File: config.mk
export PLATFORM = sky130hd
export DESIGN_NAME = scRx
export DESIGN_NICKNAME = d
export VERILOG_FILES = /design/src/rtl/scRxPkg.sv /design/src/rtl/scRxCtrl.sv /design/src/rtl/scRxPath.sv /design/src/rtl/scRx.sv
export SDC_FILE = /design/constraint.sdc
export NUM_CORES = 1
export LEC_CHECK = 0
export ABC_CLOCK_PERIOD_IN_PS = 2400
export BUFFER_PORTS_ARGS = -buffer_cell sky130_fd_sc_hd__buf_2
export CORE_UTILIZATION = 61
export DETAILED_ROUTE_END_ITERATION = 6
export PLACE_DENSITY = 0.8
export SLEW_MARGIN = 20
export SYNTH_ARGS = -nofsm -noshare
export SYNTH_HDL_FRONTEND = slang
export SYNTH_HIERARCHICAL = 1
export SYNTH_SLANG_ARGS = --single-unit
File: constraint.sdc
create_clock -name clk -period 2.4 [get_ports clk]
set_input_delay 0.6 -clock clk [delete_from_list [all_inputs] [get_ports clk]]
set_output_delay 0.6 -clock clk [all_outputs]
set_load 0.01 [all_outputs]
File: src/rtl/scRxPkg.sv
package scRxPkg;
  localparam int DATA_W = 8;
  localparam int REG_W  = 8;
  localparam int ADDR_W = 2;

  localparam logic [ADDR_W-1:0] ADDR_CTRL = 2'd0;
  localparam logic [ADDR_W-1:0] ADDR_STAT = 2'd1;
  localparam logic [ADDR_W-1:0] ADDR_DATA = 2'd2;
  localparam logic [ADDR_W-1:0] ADDR_WAIT = 2'd3;

  localparam int CTL_EN    = 0;
  localparam int CTL_T1    = 1;
  localparam int CTL_IE    = 2;
  localparam int CTL_EONLY = 3;

  localparam int ST_FULL = 0;
  localparam int ST_OVR  = 1;
  localparam int ST_PAR  = 2;
  localparam int ST_WAIT = 3;

  // strobes from the frame sequencer to the datapath
  typedef struct packed {
    logic startOk;   // start bit confirmed at mid-bit
    logic shiftIn;   // sample the line into the shift register
    logic commit;    // frame complete, update data and flags
    logic driveLow;  // error signal on the line
  } rxStrobeT;
endpackage

File: src/rtl/scRxCtrl.sv
module scRxCtrl
  import scRxPkg::*;
#(
  parameter int ETU_CLKS = 372
) (
  input  logic     clk,
  input  logic     rstN,
  input  logic     rxEnable,
  input  logic     t1Mode,
  input  logic     lineS,
  input  logic     lineFall,
  input  logic     parityBad,
  output rxStrobeT strobe
);
  localparam int CNT_W = $clog2(ETU_CLKS);
  localparam int HALF  = ETU_CLKS / 2;
  localparam logic [CNT_W-1:0] CNT_LAST = CNT_W'(ETU_CLKS - 1);
  localparam logic [CNT_W-1:0] CNT_HALF = CNT_W'(HALF - 1);
  localparam logic [CNT_W-1:0] CNT_GAP  = CNT_W'(ETU_CLKS - 2);
  localparam int IDX_W = $clog2(DATA_W + 1);
  localparam logic [IDX_W-1:0] IDX_LAST = IDX_W'(DATA_W);

  typedef enum logic [2:0] {S_IDLE, S_START, S_BITS, S_CHECK, S_GAP, S_DRIVE} phaseT;

  phaseT            phase;
  logic [CNT_W-1:0] cnt;
  logic [IDX_W-1:0] bitIdx;

  always_ff @(posedge clk or negedge rstN) begin
    if (!rstN) begin
      phase  <= S_IDLE;
      cnt    <= '0;
      bitIdx <= '0;
    end else if (!rxEnable) begin
      phase  <= S_IDLE;
      cnt    <= '0;
      bitIdx <= '0;
    end else begin
      case (phase)
        S_IDLE: begin
          if (lineFall) begin
            phase <= S_START;
            cnt   <= '0;
          end
        end
        S_START: begin
          if (cnt == CNT_HALF) begin
            cnt    <= '0;
            bitIdx <= '0;
            phase  <= lineS ? S_IDLE : S_BITS;
          end else begin
            cnt <= cnt + 1'b1;
          end
        end
        S_BITS: begin
          if (cnt == CNT_LAST) begin
            cnt <= '0;
            if (bitIdx == IDX_LAST) phase <= S_CHECK;
            else bitIdx <= bitIdx + 1'b1;
          end else begin
            cnt <= cnt + 1'b1;
          end
        end
        S_CHECK: begin
          cnt   <= '0;
          phase <= (!t1Mode && parityBad) ? S_GAP : S_IDLE;
        end
        S_GAP: begin
          if (cnt == CNT_GAP) begin
            cnt   <= '0;
            phase <= S_DRIVE;
          end else begin
            cnt <= cnt + 1'b1;
          end
        end
        S_DRIVE: begin
          if (cnt == CNT_LAST) begin
            cnt   <= '0;
            phase <= S_IDLE;
          end else begin
            cnt <= cnt + 1'b1;
          end
        end
        default: phase <= S_IDLE;
      endcase
    end
  end

  always_comb begin
    strobe          = '0;
    strobe.startOk  = rxEnable && (phase == S_START) && (cnt == CNT_HALF) && !lineS;
    strobe.shiftIn  = rxEnable && (phase == S_BITS) && (cnt == CNT_LAST);
    strobe.commit   = rxEnable && (phase == S_CHECK);
    strobe.driveLow = (phase == S_DRIVE);
  end

  // a cleared enable always returns the sequencer to idle
  assert_idle_when_off_R12: assert property (@(posedge clk) disable iff (!rstN)
    !rxEnable |=> phase == S_IDLE);

  // a start bit seen high at mid-bit is dropped
  assert_glitch_drop_R2: assert property (@(posedge clk) disable iff (!rstN)
    (phase == S_START && cnt == CNT_HALF && lineS) |=> (phase == S_IDLE && !strobe.shiftIn));

  // the error drive only ever follows the guard gap
  assert_drive_after_gap_R4: assert property (@(posedge clk) disable iff (!rstN)
    $rose(strobe.driveLow) |-> $past(phase) == S_GAP);
endmodule

File: src/rtl/scRxPath.sv
module scRxPath
  import scRxPkg::*;
#(
  parameter int ETU_CLKS = 372
) (
  input  logic              clk,
  input  logic              rstN,
  input  logic              ioIn,
  input  logic              regWrEn,
  input  logic              regRdEn,
  input  logic [ADDR_W-1:0] regAddr,
  input  logic [REG_W-1:0]  regWrData,
  input  rxStrobeT          strobe,
  output logic              ioDriveLow,
  output logic [REG_W-1:0]  regRdData,
  output logic              rxIrq,
  output logic              errIrq,
  output logic              lineS,
  output logic              lineFall,
  output logic              parityBad,
  output logic              rxEnable,
  output logic              t1Mode
);
  localparam int CNT_W = $clog2(ETU_CLKS);
  localparam logic [CNT_W-1:0] CNT_LAST = CNT_W'(ETU_CLKS - 1);

  // line synchronizer and edge detect
  logic syncA, syncB, linePrev;
  always_ff @(posedge clk or negedge rstN) begin
    if (!rstN) begin
      syncA    <= 1'b1;
      syncB    <= 1'b1;
      linePrev <= 1'b1;
    end else begin
      syncA    <= ioIn;
      syncB    <= syncA;
      linePrev <= syncB;
    end
  end
  assign lineS    = syncB;
  assign lineFall = linePrev && !syncB;

  // shift register: data LSB first, parity in the top bit
  logic [DATA_W:0] shiftReg;
  always_ff @(posedge clk or negedge rstN) begin
    if (!rstN) shiftReg <= '0;
    else if (strobe.shiftIn) shiftReg <= {lineS, shiftReg[DATA_W:1]};
  end
  assign parityBad = ^shiftReg;

  // host access decode
  logic ctrlWr, statWr, waitWr, dataRd;
  assign ctrlWr = regWrEn && (regAddr == ADDR_CTRL);
  assign statWr = regWrEn && (regAddr == ADDR_STAT);
  assign waitWr = regWrEn && (regAddr == ADDR_WAIT);
  assign dataRd = regRdEn && (regAddr == ADDR_DATA);

  logic intEn, errOnly;
  logic [REG_W-1:0] waitLimit;
  always_ff @(posedge clk or negedge rstN) begin
    if (!rstN) begin
      rxEnable  <= 1'b0;
      t1Mode    <= 1'b0;
      intEn     <= 1'b0;
      errOnly   <= 1'b0;
      waitLimit <= '0;
    end else begin
      if (ctrlWr) begin
        rxEnable <= regWrData[CTL_EN];
        t1Mode   <= regWrData[CTL_T1];
        intEn    <= regWrData[CTL_IE];
        errOnly  <= regWrData[CTL_EONLY];
      end
      if (waitWr) waitLimit <= regWrData;
    end
  end

  // waiting-time timer
  logic [CNT_W-1:0] waitClk;
  logic [REG_W-1:0] waitEtu;
  logic             waitFired, waitFire, waitRun;
  assign waitRun  = rxEnable && !strobe.startOk && (waitLimit != '0) && !waitFired;
  assign waitFire = waitRun && (waitClk == CNT_LAST) && ((waitEtu + 1'b1) == waitLimit);

  always_ff @(posedge clk or negedge rstN) begin
    if (!rstN) begin
      waitClk   <= '0;
      waitEtu   <= '0;
      waitFired <= 1'b0;
    end else if (!rxEnable || strobe.startOk) begin
      waitClk   <= '0;
      waitEtu   <= '0;
      waitFired <= 1'b0;
    end else if (waitRun) begin
      if (waitClk == CNT_LAST) begin
        waitClk <= '0;
        waitEtu <= waitEtu + 1'b1;
        if (waitFire) waitFired <= 1'b1;
      end else begin
        waitClk <= waitClk + 1'b1;
      end
    end
  end

  // data register and status flags
  logic [DATA_W-1:0] rxData;
  logic dataFull, overrun, parErr, waitErr;
  logic keepChar, blocked;
  assign keepChar = strobe.commit && (!parityBad || t1Mode);
  assign blocked  = dataFull && !dataRd;

  always_ff @(posedge clk or negedge rstN) begin
    if (!rstN) begin
      rxData   <= '0;
      dataFull <= 1'b0;
      overrun  <= 1'b0;
      parErr   <= 1'b0;
      waitErr  <= 1'b0;
    end else begin
      if (keepChar && !blocked) begin
        rxData   <= shiftReg[DATA_W-1:0];
        dataFull <= 1'b1;
      end else if (dataRd) begin
        dataFull <= 1'b0;
      end

      if (keepChar && blocked) overrun <= 1'b1;
      else if (statWr && !regWrData[ST_OVR]) overrun <= 1'b0;

      if (strobe.commit && parityBad) parErr <= 1'b1;
      else if (statWr && !regWrData[ST_PAR]) parErr <= 1'b0;

      if (waitFire) waitErr <= 1'b1;
      else if (statWr && !regWrData[ST_WAIT]) waitErr <= 1'b0;
    end
  end

  always_comb begin
    regRdData = '0;
    case (regAddr)
      ADDR_CTRL: begin
        regRdData[CTL_EN]    = rxEnable;
        regRdData[CTL_T1]    = t1Mode;
        regRdData[CTL_IE]    = intEn;
        regRdData[CTL_EONLY] = errOnly;
      end
      ADDR_STAT: begin
        regRdData[ST_FULL] = dataFull;
        regRdData[ST_OVR]  = overrun;
        regRdData[ST_PAR]  = parErr;
        regRdData[ST_WAIT] = waitErr;
      end
      ADDR_DATA: regRdData = REG_W'(rxData);
      default:   regRdData = waitLimit;
    endcase
  end

  assign rxIrq      = intEn && !errOnly && dataFull;
  assign errIrq     = intEn && (overrun || parErr || waitErr);
  assign ioDriveLow = strobe.driveLow;

  // data ready only rises on a frame commit
  assert_full_from_commit_R1: assert property (@(posedge clk) disable iff (!rstN)
    $rose(dataFull) |-> $past(strobe.commit));

  // a T=0 bad-parity frame leaves the data register alone
  assert_t0_bad_no_load_R3: assert property (@(posedge clk) disable iff (!rstN)
    (strobe.commit && parityBad && !t1Mode) |=> $stable(rxData));

  // overrun keeps the previous character
  assert_overrun_keeps_R6: assert property (@(posedge clk) disable iff (!rstN)
    (keepChar && dataFull && !dataRd) |=> ($stable(rxData) && overrun));

  // a data read frees the register when no frame lands
  assert_read_clears_R7: assert property (@(posedge clk) disable iff (!rstN)
    (dataRd && !strobe.commit) |=> !dataFull);

  // error flags persist without a status write
  assert_flags_sticky_R8: assert property (@(posedge clk) disable iff (!rstN)
    ((overrun || parErr || waitErr) && !statWr) |=>
      ((overrun || !$past(overrun)) && (parErr || !$past(parErr)) && (waitErr || !$past(waitErr))));
endmodule

File: src/rtl/scRx.sv
module scRx
  import scRxPkg::*;
#(
  parameter int ETU_CLKS = 372
) (
  input  logic       clk,
  input  logic       rstN,
  input  logic       ioIn,
  output logic       ioDriveLow,
  input  logic       regWrEn,
  input  logic       regRdEn,
  input  logic [1:0] regAddr,
  input  logic [7:0] regWrData,
  output logic [7:0] regRdData,
  output logic       rxIrq,
  output logic       errIrq
);
  rxStrobeT strobe;
  logic lineS, lineFall, parityBad, rxEnable, t1Mode;

  scRxCtrl #(.ETU_CLKS(ETU_CLKS)) ctrl (
    .clk(clk), .rstN(rstN), .rxEnable(rxEnable), .t1Mode(t1Mode),
    .lineS(lineS), .lineFall(lineFall), .parityBad(parityBad), .strobe(strobe)
  );

  scRxPath #(.ETU_CLKS(ETU_CLKS)) path (
    .clk(clk), .rstN(rstN), .ioIn(ioIn), .regWrEn(regWrEn), .regRdEn(regRdEn),
    .regAddr(regAddr), .regWrData(regWrData), .strobe(strobe), .ioDriveLow(ioDriveLow),
    .regRdData(regRdData), .rxIrq(rxIrq), .errIrq(errIrq), .lineS(lineS),
    .lineFall(lineFall), .parityBad(parityBad), .rxEnable(rxEnable), .t1Mode(t1Mode)
  );
endmodule

Word-level counts from Yosys, hierarchy flattened. Index checks and enable logic that the tools add are counted.

Bits in registers: 70. Bits in latches: 0. RAM bits: 0. ROM bits: 0. Input bits: 15. Output and inout bits: 11. Word-level logic and storage cells: 150. Memories kept: 0.

Add/subtract/negate cells: 4. $mul: 0. Divide/modulo/power cells: 0. Order comparisons: 0. Equality and inequality tests: 23. Shifts and indexed selects: 0. Multiplexer cells: 41. Bitwise gates (word level): 0. Reduce and logical (&&, ||, !) cells: 62.

Operator list (number): $mux 9 (8); $pmux 9 s5 (1); $logic_and 1x1->1 (28); $eq 9x9->1 const B (3); $mux 3 (8); $mux 8 (3); $ne 3x3->1 const B (8); $add 9x1->9 const B (2); $pmux 3 s6 (1); $mux 4 (4); $pmux 4 s2 (2); $reduce_bool 2->1 (7); $logic_not 1->1 (12); $mux 1 (12); $pmux 4 s3 (1); $eq 9x8->1 const B (1); $reduce_xor 9->1 (1); $add 8x1->8 const B (1); $eq 8x8->1 (1); $reduce_bool 8->1 (1); $eq 3x2->1 const B (2); $eq 3x3->1 const B (2); $ne 6x6->1 const B (1); $reduce_and 6->1 (1); 13 further kinds (19).

Longest topological paths before layout.
Word-level depth: 14. Gate-level depth with buffers: 10.

Modules after synthesis. The synthesis kept the hierarchy.

By module, submodules not included: scRxPath (times used 1, cells an instance 240, area each 2768.9 um^2, seq. area each 1355.0 um^2); scRxCtrl (times used 1, cells an instance 131, area each 1252.5 um^2, seq. area each 400.4 um^2).

Worst setup path after synthesis. Ideal clock, no wire load.

Kind: reg-to-reg. From: register ctrl.cnt[1]. To: register path.waitClk[5]. Arrival: 1.953 ns. Required time: 2.314 ns. Path slack: 0.361 ns. Cell stages (with the launch flop): 11. Buffers on the path: 1. Clock period less this slack: 2.039 ns. Path through: dfrtp_1 > inv_1 > ha_1 > nor4b_1 > nand2_1 > nor2b_1 > nand2b_1 > clkbuf_1 > o21ai_0 > xor2_1 > nor3_1.

RTL lines: start: declaration (RTL line scRxCtrl.sv:26) `logic [CNT_W-1:0] cnt;`; start signal: assignment (RTL line scRxCtrl.sv:52) `cnt <= cnt + 1'b1;`; start signal: assignment (RTL line scRxCtrl.sv:61) `cnt <= cnt + 1'b1;`; start signal: assignment (RTL line scRxCtrl.sv:73) `cnt <= cnt + 1'b1;`; end signal: assignment (RTL line scRxPath.sv:100) `waitClk <= waitClk + 1'b1;`; end: declaration (RTL line scRxPath.sv:79) `logic [CNT_W-1:0] waitClk;`.

Worst setup path in the final report.
From: input regAddr[0]. To: output regRdData[0].

Longest elaborated chain between the ends: 2. Elaborated cells on any way between the ends: 4. Classes of those cells: 2 x eq/ne; 1 x mux; 1 x reduce/logical.

RTL lines: start: declaration (RTL line scRx.sv:12) `input logic [1:0] regAddr,`; $eq 2x2->1 (tied with other cells) (RTL line scRxPath.sv:140) `case (regAddr)`; $pmux 4 s3 * (RTL line scRxPath.sv:140); end: declaration (RTL line scRx.sv:14) `output logic [7:0] regRdData,`.

Mark *: on every way between the ends. The rest lies on a longest branch, timed or not.

==> out/metrics.yaml <==
placement:
  portBuffers: 25
  routabilityCongestion: 0.823
  dp_hpwl_um: 6050
  placed_cells: 468
detailed_routing:
  antenna_left: 0
  vias_per_cell: 6.45
  vias: 3120
  drtPass1Iterations: 5
  drt-initial-drc-count: 253
  routed_wl_um: 8750
  drc: 0
  wl_per_cell_um: 18.1
finish:
  regArea_um2: 1760
  final_cell_count_no_fill: 484
  area_delta_synth_final_pct: 10.8
  antennaDiodeCount: 0
  nNetsFinal: 424
  multi_input_area_um2: 2150
  drive_gt1_share_pct: 26.0
  fill_cells: 439
synthesis:
  synth_top_area_share_pct: 41.7
  synth_area_per_cell_um2: 10.8
  synth-edff-count: 0
  netlist_instances: 371
  synthArstFlopShare_pct: 100
  ys.flop_type: "dfrtp_1"
  ys_types: 65
  synth_nets: 393
  yosys-top-cells-count: "dfrtp_1 (67), mux2_2 (30), nor2_1 (28), nand2_1 (23), o21ai_0 (18)"
  synth-seq-area-share_pct: 43.7
  synth_area_um2: 4020
  synth_most_common_cell: "dfrtp_1"
  ys_seq_elements: 70
  netlist_top_cells_area: "dfrtp_1 (42%), mux2_2 (8.4%), xor2_1 (2.8%), nor2_1 (2.6%), mux2i_1 (2.2%)"
  yosys_warnings: 6
  synth_area_leader_cell: "dfrtp_1"
grt:
  grt_first_pass_wirelength_um: 14500
  grt_overflow_total: 0
  grt_pass1_vias: 2991
  track_usage_pct: 26.6
  antenna_found_initial: 0
  grt_start_max_net_pins: 48
clock_network:
  cts_root_buffer: "clkbuf_8"
  cts_buffers: 9
  clk_latency_ns: 0.34
  cts_tree: "done"
  htree_num_levels: 3
  cts_buffer_depth: 2
  clkSlewWorstSetupHoldPaths_ns: 0.07
  cts.sinks: 70
  postCtsSetupBuffers: 0
setup_path:
  worstSetupEndpointType: "output pin"
  cp_num_buf_inv: 2
  worstPathCellList: "buf_2 > mux4_2 > buf_2"
  cp_max_fo: 12
  cp.required_ns: 1.80
  worstSetupStartpointType: "primary input"
  max_stage_delay_ns: 0.56
  rr_startpoint: "ctrl/cnt[0]$_DFFE_PN0P_"
  cpMostUsedCell: "buf_2"
  critPathKind: "primary input to output pin"
  cp_slowest_cell: "mux4_2"
  arrival_ns: 1.61
  reg2reg_depth: 9
  crit_family: "multiplexers"
  r2r-end: "path/waitErr$_DFFE_PN0P_"
  reg2reg_slack_ns: 0.24
die:
  design.die.area_um2: 6920
  io_pins: 26
  chipHeight_um: 83.2
  die_w_um: 83.2
  design.core.area_um2: 6350
  rows: 29
  initial_core_util_pct: 63.3
run:
  drv_cap: 0
timing:
  tns_ns: 0
  fin_crit_ns: 2.21
  grt_setup_unrepaired: "false"
  finClkSkew_ns: 0.00980
  fmax_mhz: 453
  slew-limit-headroom_pct: 50.7
  drv_slew: 0
  finalSetupViolCount: 0
  hold_viol: 0
  fin_crit_sh_pct: 91.9
  tightest_slew_ns: 0.738
hold_path:
  worstHoldPathType: "primary input to async pin"
power:
  power_density_nw_per_um2: 603
  irDropWorstVdd_uv: 402
  leakage_nw: 1.96
run_status:
  status: "completed"
## metrics by stage
stage	area [um2]	power (mW)	hold slack, ns	setup WS, ns	util, %
after global placement	4250	1.74	0.349	0.183	66.9
after CTS	4450	2.71	0.263	0.0557	70.0
after detailed placement	4250	1.76	0.349	0.0756	66.9
after floorplan	4020	1.61	0.304	0.361	-
after global routing	4460	2.81	0.292	0.103	70.2
final	4460	2.69	0.252	0.195	70.2
## cell families (layout without fill, tap and decap cells)
| group | after synthesis | in the layout | synth area share (%) |
|---|---|---|---|
| mux | 43 | 43 | 12.9 |
| fa+ha+maj | 7 | 7 | 2.18 |
| buf+inv | 26 | 62 | 3.14 |
| xor+xnor | 25 | 25 | 6.16 |
| compound gates | 62 | 62 | 11.5 |
| flops | 70 | 70 | 43.7 |
| simple gates | 138 | 138 | 20.5 |
## area by class of cell
class | instances | area share, %
multi-input cells | 275 | 48.2
flip-flops and latches | 70 | 39.4
repair buffers | 36 | 4.94
clock buffers | 9 | 2.78
well taps | 77 | 2.16
clock inverters | 7 | 1.66
inverters | 10 | 0.842
## cells in the final DEF (no fill, tap or decap), types with 3 or more instances in the layout
cell       netlist  routed
a2111oi_2        4       4
a211oi_1         4       4
a21o_1           3       3
a21oi_1          9       9
a31oi_1          3       3
and3_1           6       6
and3_4           3       3
and3b_1          4       4
buf_2            5      25
buf_4            2      10
clkbuf_8         0       9
dfrtp_1         67      67
dfstp_2          3       3
ha_1             7       7
inv_1           10      10
mux2_2          30      30
mux2i_1          9       9
mux4_2           4       4
nand2_1         23      23
nand2b_1         8       7
nand3_1          8       8
nand3b_1         4       4
nand4_1          8       8
nand4b_1         3       3
nand4bb_1        3       3
nor2_1          28      28
nor2b_1         12      12
nor3_1           6       6
nor4_1           3       3
o2111ai_1        4       4
o21ai_0         18      18
xnor2_1         10      10
xor2_1          13      13
## layer usage
metal,share of wire [%],global-route usage [%],wire [um],vias to the layer above
li1,-,-,-,1427
met1,43,36.7,3750,1550
met2,49,43.0,4270,120
met3,6.3,4.57,554,23
met4,1.9,8.93,169,0
met5,0,0,0,-
## repair_timing
item,4_1_cts,5_1_grt
hold buffers,0,0
gates resized for setup,0,2
setup endpoints to repair,0,13
endpoints found under the hold margin,0,0
## sequential cells by signal, summed over array words and instances (netlist names)
name / count
path/waitLimit: 8
ctrl/cnt: 9
path/errOnly: 1
path/waitClk: 9
path/dataFull: 1
path/lineS: 1
ctrl/bitIdx: 4
path/intEn: 1
path/overrun: 1
ctrl/phase: 3
path/syncA: 1
path/rxData: 8
path/waitErr: 1
path/waitEtu: 8
path/linePrev: 1
path/parErr: 1
path/rxEnable: 1
path/shiftReg: 9
path/waitFired: 1
path/t1Mode: 1
## where the power goes
group	leakage (nW)	switching [mW]	internal (mW)	total, mW
Clock	0.0996	0.459	0.483	0.942
Combinational	0.926	0.247	0.186	0.434
Sequential	0.939	0.0718	1.24	1.31
Total	1.96	0.778	1.91	2.69
## worst max path at each step
| stage | start | end | slack (ns) | cells after the start |
|---|---|---|---|---|
| after global placement | ctrl/cnt[1]$_DFFE_PN0P_ | path/waitFired$_DFFE_PN0P_ | 0.18 | 10 |
| after floorplan | ctrl/cnt[1]$_DFFE_PN0P_ | path/waitClk[5]$_DFFE_PN0P_ | 0.36 | 10 |
| after global routing | ctrl/cnt[1]$_DFFE_PN0P_ | path/waitClk[6]$_DFFE_PN0P_ | 0.10 | 9 |
| final | regAddr[0] | regRdData[0] | 0.19 | 3 |
| after detailed placement | ctrl/cnt[1]$_DFFE_PN0P_ | path/waitClk[6]$_DFFE_PN0P_ | 0.08 | 9 |
| after CTS | ctrl/cnt[1]$_DFFE_PN0P_ | path/waitClk[6]$_DFFE_PN0P_ | 0.06 | 9 |
No activity file was read; power rests on OpenSTA's default activity.
